--- src/rtl/adc_sched_pkg.sv ---
package adc_sched_pkg;

    typedef struct packed {
        logic fast;
        logic bipolar;
    } frame_cfg_t;

    typedef enum logic {
        SCK_LOW  = 1'b0,
        SCK_HIGH = 1'b1
    } sck_phase_e;

    // effective serial half period: zero means one, fast mode is capped
    function automatic int unsigned pick_half(input int unsigned div,
                                              input logic fast,
                                              input int unsigned hmax);
        int unsigned h;
        h = (div == 0) ? 1 : div;
        if (fast && (h > hmax)) h = hmax;
        return h;
    endfunction

    // shortest legal frame for a mode and half period
    function automatic int unsigned frame_floor(input logic fast,
                                                input int unsigned half,
                                                input int unsigned conv,
                                                input int unsigned quiet,
                                                input int unsigned acq,
                                                input int unsigned lowmin,
                                                input int unsigned nclk);
        int unsigned tail;
        if (fast) begin
            tail = (acq > lowmin) ? acq : lowmin;
        end else begin
            tail = 2 * nclk * half + quiet;
            if (tail < lowmin) tail = lowmin;
        end
        return conv + tail;
    endfunction

endpackage

--- src/rtl/adc_frame_timer.sv ---
module adc_frame_timer
    import adc_sched_pkg::*;
#(
    parameter int unsigned CONV_CYC    = 750,
    parameter int unsigned QUIET_CYC   = 75,
    parameter int unsigned ACQ_CYC     = 188,
    parameter int unsigned LOW_MIN_CYC = 7,
    parameter int unsigned NCLK        = 16,
    parameter int unsigned PER_W       = 16,
    parameter int unsigned DIV_W       = 8
) (
    input  logic             clk,
    input  logic             rst,
    input  logic             fast_i,
    input  logic             bipolar_i,
    input  logic [PER_W-1:0] period_i,
    input  logic [DIV_W-1:0] div_i,
    output logic             convst_o,
    output frame_cfg_t       cfg_o,
    output logic [DIV_W-1:0] half_go_o,
    output logic             rd_go_o,
    output logic             quiet_o
);
    localparam int unsigned    HALF_MAX = CONV_CYC / (2 * NCLK);
    localparam logic [PER_W-1:0] CONV_P  = PER_W'(CONV_CYC);
    localparam logic [PER_W-1:0] QUIET_P = PER_W'(QUIET_CYC);
    localparam logic [PER_W-1:0] BASE_P  = PER_W'(CONV_CYC + LOW_MIN_CYC);

    logic [PER_W-1:0] pcnt_q, peff_q;
    logic             first_q, convst_q;
    frame_cfg_t       cfg_q;
    logic [DIV_W-1:0] half_q;

    logic             wrap;
    logic [PER_W-1:0] pcnt_nxt, floor_nxt, peff_nxt;
    logic [DIV_W-1:0] half_nxt;

    always_comb begin
        wrap      = first_q || (pcnt_q == peff_q - 1'b1);
        pcnt_nxt  = wrap ? '0 : pcnt_q + 1'b1;
        half_nxt  = DIV_W'(pick_half(32'(div_i), fast_i, HALF_MAX));
        floor_nxt = PER_W'(frame_floor(fast_i, 32'(half_nxt), CONV_CYC, QUIET_CYC,
                                       ACQ_CYC, LOW_MIN_CYC, NCLK));
        peff_nxt  = (period_i > floor_nxt) ? period_i : floor_nxt;
        half_go_o = wrap ? half_nxt : half_q;
        rd_go_o   = wrap ? fast_i : ((pcnt_nxt == CONV_P) && !cfg_q.fast);
        quiet_o   = !first_q && (pcnt_q >= peff_q - QUIET_P);
    end

    always_ff @(posedge clk) begin
        if (rst) begin
            pcnt_q   <= '0;
            peff_q   <= BASE_P;
            first_q  <= 1'b1;
            convst_q <= 1'b0;
            cfg_q    <= '0;
            half_q   <= DIV_W'(1);
        end else begin
            pcnt_q   <= pcnt_nxt;
            first_q  <= 1'b0;
            convst_q <= (pcnt_nxt < CONV_P);
            if (wrap) begin
                peff_q        <= peff_nxt;
                cfg_q.fast    <= fast_i;
                cfg_q.bipolar <= bipolar_i;
                half_q        <= half_nxt;
            end
        end
    end

    assign convst_o = convst_q;
    assign cfg_o    = cfg_q;

    AST_PEFF_FLOOR: assert property (@(posedge clk) disable iff (rst)
        peff_q >= BASE_P);
    AST_FAST_HALF_CAP: assert property (@(posedge clk) disable iff (rst)
        cfg_q.fast |-> (32'(half_q) <= HALF_MAX));

endmodule

--- src/rtl/adc_serial_reader.sv ---
module adc_serial_reader
    import adc_sched_pkg::*;
#(
    parameter int unsigned NBITS = 16,
    parameter int unsigned DIV_W = 8
) (
    input  logic             clk,
    input  logic             rst,
    input  logic             go_i,
    input  logic [DIV_W-1:0] half_i,
    input  logic             sdata_i,
    output logic             sclk_o,
    output logic             done_o,
    output logic [NBITS-1:0] word_o
);
    localparam int unsigned    BCW  = $clog2(NBITS);
    localparam logic [BCW-1:0] LAST = BCW'(NBITS - 1);

    logic             busy_q, done_q;
    sck_phase_e       phase_q;
    logic [DIV_W-1:0] hcnt_q, h_q;
    logic [BCW-1:0]   bcnt_q;
    logic [NBITS-1:0] shift_q;

    always_ff @(posedge clk) begin
        if (rst) begin
            busy_q  <= 1'b0;
            done_q  <= 1'b0;
            phase_q <= SCK_LOW;
            hcnt_q  <= '0;
            h_q     <= DIV_W'(1);
            bcnt_q  <= '0;
            shift_q <= '0;
        end else begin
            done_q <= 1'b0;
            if (go_i) begin
                busy_q  <= 1'b1;
                phase_q <= SCK_LOW;
                hcnt_q  <= '0;
                bcnt_q  <= '0;
                h_q     <= half_i;
            end else if (busy_q) begin
                if (hcnt_q == h_q - 1'b1) begin
                    hcnt_q <= '0;
                    if (phase_q == SCK_LOW) begin
                        phase_q <= SCK_HIGH;
                    end else begin
                        phase_q <= SCK_LOW;
                        shift_q <= {shift_q[NBITS-2:0], sdata_i};
                        if (bcnt_q == LAST) begin
                            busy_q <= 1'b0;
                            done_q <= 1'b1;
                        end else begin
                            bcnt_q <= bcnt_q + 1'b1;
                        end
                    end
                end else begin
                    hcnt_q <= hcnt_q + 1'b1;
                end
            end
        end
    end

    assign sclk_o = (phase_q == SCK_HIGH);
    assign done_o = done_q;
    assign word_o = shift_q;

    AST_DONE_ON_FALL: assert property (@(posedge clk) disable iff (rst)
        done_q |-> (!sclk_o && $past(sclk_o)));
    AST_IDLE_LOW: assert property (@(posedge clk) disable iff (rst)
        !busy_q |-> !sclk_o);

endmodule

--- src/rtl/adc_result_decode.sv ---
module adc_result_decode #(
    parameter int unsigned LEAD_W = 4,
    parameter int unsigned DATA_W = 12,
    parameter int unsigned OUT_W  = 16
) (
    input  logic                     clk,
    input  logic                     rst,
    input  logic                     done_i,
    input  logic                     bipolar_i,
    input  logic [LEAD_W+DATA_W-1:0] word_i,
    output logic [OUT_W-1:0]         result_o,
    output logic                     valid_o,
    output logic                     ferr_o
);
    localparam int unsigned FRAME_W = LEAD_W + DATA_W;
    localparam int unsigned EXT_W   = OUT_W - DATA_W;

    logic [DATA_W-1:0] code;
    logic [LEAD_W-1:0] lead;
    logic [OUT_W-1:0]  ext;
    logic [OUT_W-1:0]  result_q;
    logic              valid_q, ferr_q;

    always_comb begin
        code = word_i[DATA_W-1:0];
        lead = word_i[FRAME_W-1 -: LEAD_W];
        ext  = {{EXT_W{bipolar_i & code[DATA_W-1]}}, code};
    end

    always_ff @(posedge clk) begin
        if (rst) begin
            result_q <= '0;
            valid_q  <= 1'b0;
            ferr_q   <= 1'b0;
        end else begin
            valid_q <= done_i;
            if (done_i) begin
                result_q <= ext;
                ferr_q   <= |lead;
            end
        end
    end

    assign result_o = result_q;
    assign valid_o  = valid_q;
    assign ferr_o   = ferr_q;

    AST_VALID_SINGLE: assert property (@(posedge clk) disable iff (rst)
        valid_q |=> !valid_q);
    AST_RESULT_HELD: assert property (@(posedge clk) disable iff (rst)
        !done_i |=> ($stable(result_q) && $stable(ferr_q)));

endmodule

--- src/rtl/adc_sample_scheduler.sv ---
module adc_sample_scheduler
    import adc_sched_pkg::*;
#(
    parameter int unsigned CONV_CYC    = 750,
    parameter int unsigned QUIET_CYC   = 75,
    parameter int unsigned ACQ_CYC     = 188,
    parameter int unsigned LOW_MIN_CYC = 7,
    parameter int unsigned PER_W       = 16,
    parameter int unsigned DIV_W       = 8,
    parameter int unsigned LEAD_W      = 4,
    parameter int unsigned DATA_W      = 12,
    parameter int unsigned OUT_W       = 16
) (
    input  logic             clk,
    input  logic             rst,
    input  logic             fast_mode_i,
    input  logic             bipolar_i,
    input  logic [PER_W-1:0] period_i,
    input  logic [DIV_W-1:0] sclk_div_i,
    input  logic             sdata_i,
    output logic             convst_o,
    output logic             sclk_o,
    output logic [OUT_W-1:0] sample_o,
    output logic             sample_valid_o,
    output logic             frame_err_o
);
    localparam int unsigned FRAME_W = LEAD_W + DATA_W;

    frame_cfg_t         cfg;
    logic [DIV_W-1:0]   half_go;
    logic               rd_go, quiet, done;
    logic [FRAME_W-1:0] word;

    adc_frame_timer #(
        .CONV_CYC(CONV_CYC), .QUIET_CYC(QUIET_CYC), .ACQ_CYC(ACQ_CYC),
        .LOW_MIN_CYC(LOW_MIN_CYC), .NCLK(FRAME_W), .PER_W(PER_W), .DIV_W(DIV_W)
    ) timer_i (
        .clk(clk), .rst(rst), .fast_i(fast_mode_i), .bipolar_i(bipolar_i),
        .period_i(period_i), .div_i(sclk_div_i), .convst_o(convst_o),
        .cfg_o(cfg), .half_go_o(half_go), .rd_go_o(rd_go), .quiet_o(quiet)
    );

    adc_serial_reader #(
        .NBITS(FRAME_W), .DIV_W(DIV_W)
    ) reader_i (
        .clk(clk), .rst(rst), .go_i(rd_go), .half_i(half_go), .sdata_i(sdata_i),
        .sclk_o(sclk_o), .done_o(done), .word_o(word)
    );

    adc_result_decode #(
        .LEAD_W(LEAD_W), .DATA_W(DATA_W), .OUT_W(OUT_W)
    ) decode_i (
        .clk(clk), .rst(rst), .done_i(done), .bipolar_i(cfg.bipolar),
        .word_i(word), .result_o(sample_o), .valid_o(sample_valid_o),
        .ferr_o(frame_err_o)
    );

    AST_OPT_NO_SCLK_IN_CONV: assert property (@(posedge clk) disable iff (rst)
        (!cfg.fast && convst_o) |-> !sclk_o);
    AST_QUIET_WINDOW: assert property (@(posedge clk) disable iff (rst)
        (!cfg.fast && quiet) |-> !sclk_o);
    AST_SCLK_LOW_AT_FALL: assert property (@(posedge clk) disable iff (rst)
        $fell(convst_o) |-> !sclk_o);

endmodule

--- config.mk ---
export PLATFORM = sky130hd
export DESIGN_NAME = adc_sample_scheduler
export DESIGN_NICKNAME = d
export VERILOG_FILES = /design/src/rtl/adc_sched_pkg.sv /design/src/rtl/adc_frame_timer.sv /design/src/rtl/adc_serial_reader.sv /design/src/rtl/adc_result_decode.sv /design/src/rtl/adc_sample_scheduler.sv
export SDC_FILE = /design/constraint.sdc
export NUM_CORES = 1
export LEC_CHECK = 0
export ABC_AREA = 0
export BUFFER_PORTS_ARGS = -buffer_cell sky130_fd_sc_hd__buf_2
export CAP_MARGIN = 20
export CORE_ASPECT_RATIO = 0.7
export CORE_MARGIN = 2
export CORE_UTILIZATION = 30
export CTS_CLUSTER_SIZE = 8
export DETAILED_ROUTE_END_ITERATION = 8
export SYNTH_ARGS = -nofsm -noshare
export SYNTH_HDL_FRONTEND = slang
export SYNTH_HIERARCHICAL = 1
export SYNTH_SLANG_ARGS = --single-unit
export TNS_END_PERCENT = 50
--- constraint.sdc ---
create_clock -name clk -period 7 [get_ports clk]
set_clock_uncertainty 0.2 [all_clocks]
set_input_delay 1.05 -clock clk [delete_from_list [all_inputs] [get_ports clk]]
set_output_delay 1.05 -clock clk [all_outputs]
set_load 0.005 [all_outputs]
== Yosys cells after proc, flatten, opt, wreduce, memory -nomap -nowiden ==
Index checks and enable logic that the tools add are counted.

* Bits in registers: 98
* Input port bits: 29

* $add $sub $neg: 7
* Order comparisons: 4
* Equal/unequal tests: 4
* Mux-type cells: 17
* Bitwise gates (word level): 6
* Reduce and logical (&&, ||, !) cells: 11

{| class="wikitable"
|+ Operator list
! cell !! count
|-
| two-way mux 16 bit || 3
|-
| > comparator 32 x 5 -> 1 bit (second input constant) || 1
|-
| less-than comparator 32 x 3 -> 1 bit (second input constant) || 1
|-
| two-way mux 8 bit || 4
|-
| adder 10 x 16 -> 16 bit (first input constant) || 1
|-
| adder 16 x 1 -> 16 bit (second input constant) || 1
|-
| equality test 16 x 10 -> 1 bit (second input constant) || 1
|-
| equality test 16 bit || 1
|-
| > comparator 16 bit || 1
|-
| less-than comparator 16 x 10 -> 1 bit (second input constant) || 1
|-
| subtractor 16 x 1 -> 16 bit (second input constant) || 1
|-
| adder 13 x 7 -> 14 bit (second input constant) || 1
|-
| two-way mux 14 bit || 1
|-
| two-way mux 1 bit || 9
|-
| adder 8 x 1 -> 8 bit (second input constant) || 1
|-
| equality test 8 bit || 1
|-
| logical NOT 8 bit || 1
|-
| AND reduction 4 bit || 2
|-
| subtractor 8 x 1 -> 8 bit (second input constant) || 1
|-
| NOT 1 bit || 5
|-
| OR reduction 5 bit || 1
|-
| adder 4 x 1 -> 4 bit (second input constant) || 1
|-
| equality test 4 bit (second input constant) || 1
|-
| OR reduction 4 bit || 1
|-
| 6 further kinds || 7
|}

== Logic depth before layout (Yosys ltp) ==
* Word-level depth: 12
* Gate-level depth with buffers: 20
* Mapped depth without buffers: 18

== By module ==
The synthesis kept the hierarchy.

{| class="wikitable"
|+ Modules (own cells, without submodules)
! module !! instances !! cells each !! area an instance (µm²)
|-
| adc_frame_timer || 1 || 503 || 3926.3
|-
| adc_serial_reader || 1 || 195 || 1818.0
|-
| adc_result_decode || 1 || 52 || 571.8
|}

== Worst setup path after synthesis ==
No wires, ideal clock.

* Kind: in2reg
* Start point: input port fast_mode_i
* End point: register timer_i.peff_q[11]
* Library setup time: 0.123 ns
* Arrival: 5.226 ns
* Data required time: 6.677 ns
* Path slack: 1.451 ns
* Cell stages on the path: 18
* Path buffers: 3
* Path through: clkbuf_1 > buf_1 > nand2_1 > nand2_1 > ha_1 > xnor2_1 > or2_2 > a211oi_1 > and3_1 > nor2_1 > ha_1 > and3_1 > nand3_1 > a31oi_1 > o41ai_1 > clkbuf_1 > a211oi_1 > mux2_1

* Longest elaborated chain between the ends: 9

{| class="wikitable"
|+ RTL lines
! item !! RTL line !! text
|-
| start: declaration || adc_sample_scheduler.sv:16 || <nowiki>input logic fast_mode_i,</nowiki>
|-
| logical AND 1 bit || adc_sched_pkg.sv:19 || <nowiki>if (fast && (h > hmax)) h = hmax;</nowiki>
|-
| two-way mux 8 bit || adc_sched_pkg.sv:19 ||
|-
| adder 13 x 7 -> 14 bit || adc_sched_pkg.sv:35 || <nowiki>tail = 2 * nclk * half + quiet;</nowiki>
|-
| less-than comparator 32 x 3 -> 1 bit || adc_sched_pkg.sv:36 || <nowiki>if (tail < lowmin) tail = lowmin;</nowiki>
|-
| two-way mux 14 bit || adc_sched_pkg.sv:36 ||
|-
| two-way mux 16 bit (*) || adc_sched_pkg.sv:32 || <nowiki>if (fast) begin</nowiki>
|-
| adder 10 x 16 -> 16 bit (*) || adc_sched_pkg.sv:38 || <nowiki>return conv + tail;</nowiki>
|-
| > comparator 16 bit || adc_frame_timer.sv:44 || <nowiki>peff_nxt = (period_i > floor_nxt) ? period_i : floor_nxt;</nowiki>
|-
| two-way mux 16 bit (*) || adc_frame_timer.sv:44 ||
|-
| end signal: assignment || adc_frame_timer.sv:63 || <nowiki>peff_q <= peff_nxt;</nowiki>
|-
| end: declaration || adc_frame_timer.sv:29 || <nowiki>logic [PER_W-1:0] pcnt_q, peff_q;</nowiki>
|}

Mark *: on every way between the ends. The rest lies on a longest branch, timed or not.
A chain may end at the register's enable or synchronous reset.

== Worst setup path in the final report ==
* Start point: input port sclk_div_i[5]
* End point: register timer_i.peff_q[12]

* Longest elaborated chain between the ends: 12

{| class="wikitable"
|+ RTL lines
! item !! RTL line !! text
|-
| start: declaration || adc_sample_scheduler.sv:19 || <nowiki>input logic [DIV_W-1:0] sclk_div_i,</nowiki>
|-
| logical NOT 8 bit || adc_sched_pkg.sv:18 || <nowiki>h = (div == 0) ? 1 : div;</nowiki>
|-
| two-way mux 8 bit (*) || adc_sched_pkg.sv:18 ||
|-
| > comparator 32 x 5 -> 1 bit || adc_sched_pkg.sv:19 ||
|-
| logical AND 1 bit || adc_sched_pkg.sv:19 ||
|-
| two-way mux 8 bit (*) || adc_sched_pkg.sv:19 ||
|-
| adder 13 x 7 -> 14 bit (*) || adc_sched_pkg.sv:35 ||
|-
| less-than comparator 32 x 3 -> 1 bit || adc_sched_pkg.sv:36 ||
|-
| two-way mux 14 bit (*) || adc_sched_pkg.sv:36 ||
|-
| two-way mux 16 bit (*) || adc_sched_pkg.sv:32 ||
|-
| adder 10 x 16 -> 16 bit (*) || adc_sched_pkg.sv:38 ||
|-
| > comparator 16 bit || adc_frame_timer.sv:44 ||
|-
| two-way mux 16 bit (*) || adc_frame_timer.sv:44 ||
|}

Marks and branches as above.

==> flow_metrics.tcl <==
set metrics [dict create \
    antenna_found_initial 0 \
    slowest_delay_ps 520 \
    grt_overflow 0 \
    crit_family "simple AND/OR/NAND/NOR gates" \
    first_global_vias 4146 \
    layout.nets 745 \
    ctsRootBufferMaster "clkbuf_16" \
    leakage_nw 2.57 \
    pwr-share-comb 0.126 \
    clock_sinks 98 \
    grt_max_degree 52 \
    dp_hpwl_um 9810 \
    clock_latency_ps 360 \
    path_class "input pin to flop" \
    port_buffers 48 \
    drt-initial-drc-count 411 \
    fp.dieArea_um2 20400 \
    fin_area_um2 6410 \
    netlist_area_um2 5780 \
    hold_viol 0 \
    fp.dieW_um 170 \
    cp_cell_sequence "buf_2 -> nor3_1 -> nand2_1 -> nand2_1 -> nand2_1 -> ha_1 -> nor3b_1 -> or2_2 -> a211oi_1 -> and3_1 -> nor2_1 -> ha_1 -> and3_1 -> nand3_1 -> or4_1 -> o41ai_2 -> buf_4 -> inv_1 -> a21oi_1 -> a221oi_1" \
    critPathMaxFanout 18 \
    io_pins 49 \
    drive_above_1_share 0.126 \
    arrival_ps 5260 \
    cts.clk_slew.worst_paths_ps 70 \
    htreeDepth 3 \
    cp-start-kind "input pin" \
    period_share 0.754 \
    hp-class "flop to flop" \
    antenna_cells 0 \
    slowest_stage "or4_1" \
    slew_headroom 0.287 \
    drtAntennaViolNets 0 \
    rsz0062_at_grt "false" \
    post_drt_via_cell_ratio 4.94 \
    synthCells 682 \
    slew_viol_final 0 \
    layout_setup_ws_ps 1720 \
    syn_nets 731 \
    period_minus_slack_ps 5280 \
    syn_area_per_cell_um2 8.47 \
    ir_worst_vdd_v 0.000104 \
    fmax_mhz 189 \
    remaining_drc_errors 0 \
    start_util 0.306 \
    hold_buffers 0 \
    power.switching_mw 0.354 \
    endpoint_kind "flop" \
    drv_cap 0 \
    fin_setup_tns_ps 0 \
    place.gp.congestion 0.858 \
    post_cts_resize_count 0 \
    crit_buf_inv 3 \
    die_y_um 120 \
    fp-row-count 42 \
    power_frac_seq 0.453 \
    grt_pass1_wl_um 22100 \
    globalRouteTotalUtil 0.136 \
    outcome "completed" \
    path_common_cell "nand2_1" \
    fp.coreArea_um2 18900 \
    syn_to_final_growth_pct 11.0 \
    ctsLongestPathBuffers 2 \
    p_sw_frac 0.269 \
    power.internal_mw 0.960 \
    dpl_cell_area_um2 6080 \
    cts_tree "done" \
    vias 4661 \
    cts_setup_buffers 0 \
    power_density_nw_per_um2 205 \
    setup_viol 0 \
    cts-buffers-inserted 9 \
    worstMarginPinSlew_ps 1070 \
    yosysWarnings 6 \
    drtPass1Iterations 4 \
    route.final.wire_length_um 13500 \
    required_ps 6980 \
    wl_per_cell_um 14.3 \
    clkPwrFrac 0.422 \
    post-place-ws_ps 1420 \
]
[metrics by stage]
step                      instances  utilization  power [mW]  hold slack, ps
after floorplan                 682            -       0.727             234
after global placement          926        0.322       0.768             241
after detailed placement        926        0.322       0.770             256
after CTS                       942        0.340        1.33             265
after global routing            943        0.340        1.37             298
final                           943        0.340        1.31             262
[worst reg2reg max path, cell delays in order, from the launching register on]
cell and delay (ps):
dfxtp_1 350, inv_1 90, ha_1 260, nand4_1 230, or4_4 580, a2111oi_4 670
a21o_1 930, mux2_1 400, mux2i_1 140, nor2_1 50
[placed cells by master (no fill, tap or decap), drive strengths merged, types with 18 or more instances in the layout]
master / instances
nand3: 22
a21oi: 27
xor2: 18
mux2i: 60
dfxtp: 98
a211oi: 18
buf: 54
inv: 28
nor3: 28
nand2: 55
nor2: 80
ha: 20
xnor2: 40
[state kept, by name (all words and copies together), names as in the netlist, 2 cells and up]
| signal | flops |
|---|---|
| timer_i/pcnt_q | 16 |
| reader_i/hcnt_q | 8 |
| reader_i/bcnt_q | 4 |
| reader_i/word_o | 16 |
| timer_i/cfg_o | 2 |
| timer_i/peff_q | 16 |
| reader_i/h_q | 8 |
| timer_i/half_q | 8 |
| decode_i/result_o | 13 |
[routing by layer]
metal	track usage	wire [um]	vias to the layer above
met5	0	0	-
met4	0.0369	146	0
met3	0.0310	522	11
met2	0.178	5180	85
met1	0.217	7640	2155
li1	-	-	2410
[final cells by class]
| class | count | area [um2] |
|---|---|---|
| Fill cell | 1949 | 12500 |
| Timing Repair Buffer | 54 | 283 |
| Multi-Input combinational cell | 508 | 3450 |
| Sequential cell | 98 | 1960 |
| Clock inverter | 6 | 96.3 |
| Inverter | 25 | 93.8 |
| Tap cell | 242 | 303 |
| Clock buffer | 10 | 229 |
[power groups by stage]
| stage | sequential (mW) | clock (mW) | combinational [mW] |
|---|---|---|---|
| after floorplan | 0.593 | 0 | 0.135 |
| after global placement | 0.607 | 0 | 0.161 |
| after detailed placement | 0.607 | 0 | 0.163 |
| after CTS | 0.594 | 0.569 | 0.164 |
| after global routing | 0.598 | 0.592 | 0.184 |
| final | 0.594 | 0.554 | 0.165 |
[final timing paths]
check                          from            endpoint  slack [ps]  cells past startpoint
hold reg to reg   timer_i/half_q[5]   timer_i/half_q[5]         260                      2
setup / recovery      sclk_div_i[5]  timer_i/peff_q[12]        1720                     20
setup reg to reg  timer_i/peff_q[0]     reader_i/h_q[5]        2960                      9
hold / removal    timer_i/half_q[5]   timer_i/half_q[5]         260                      2
(Power assumes the default switching activity.)
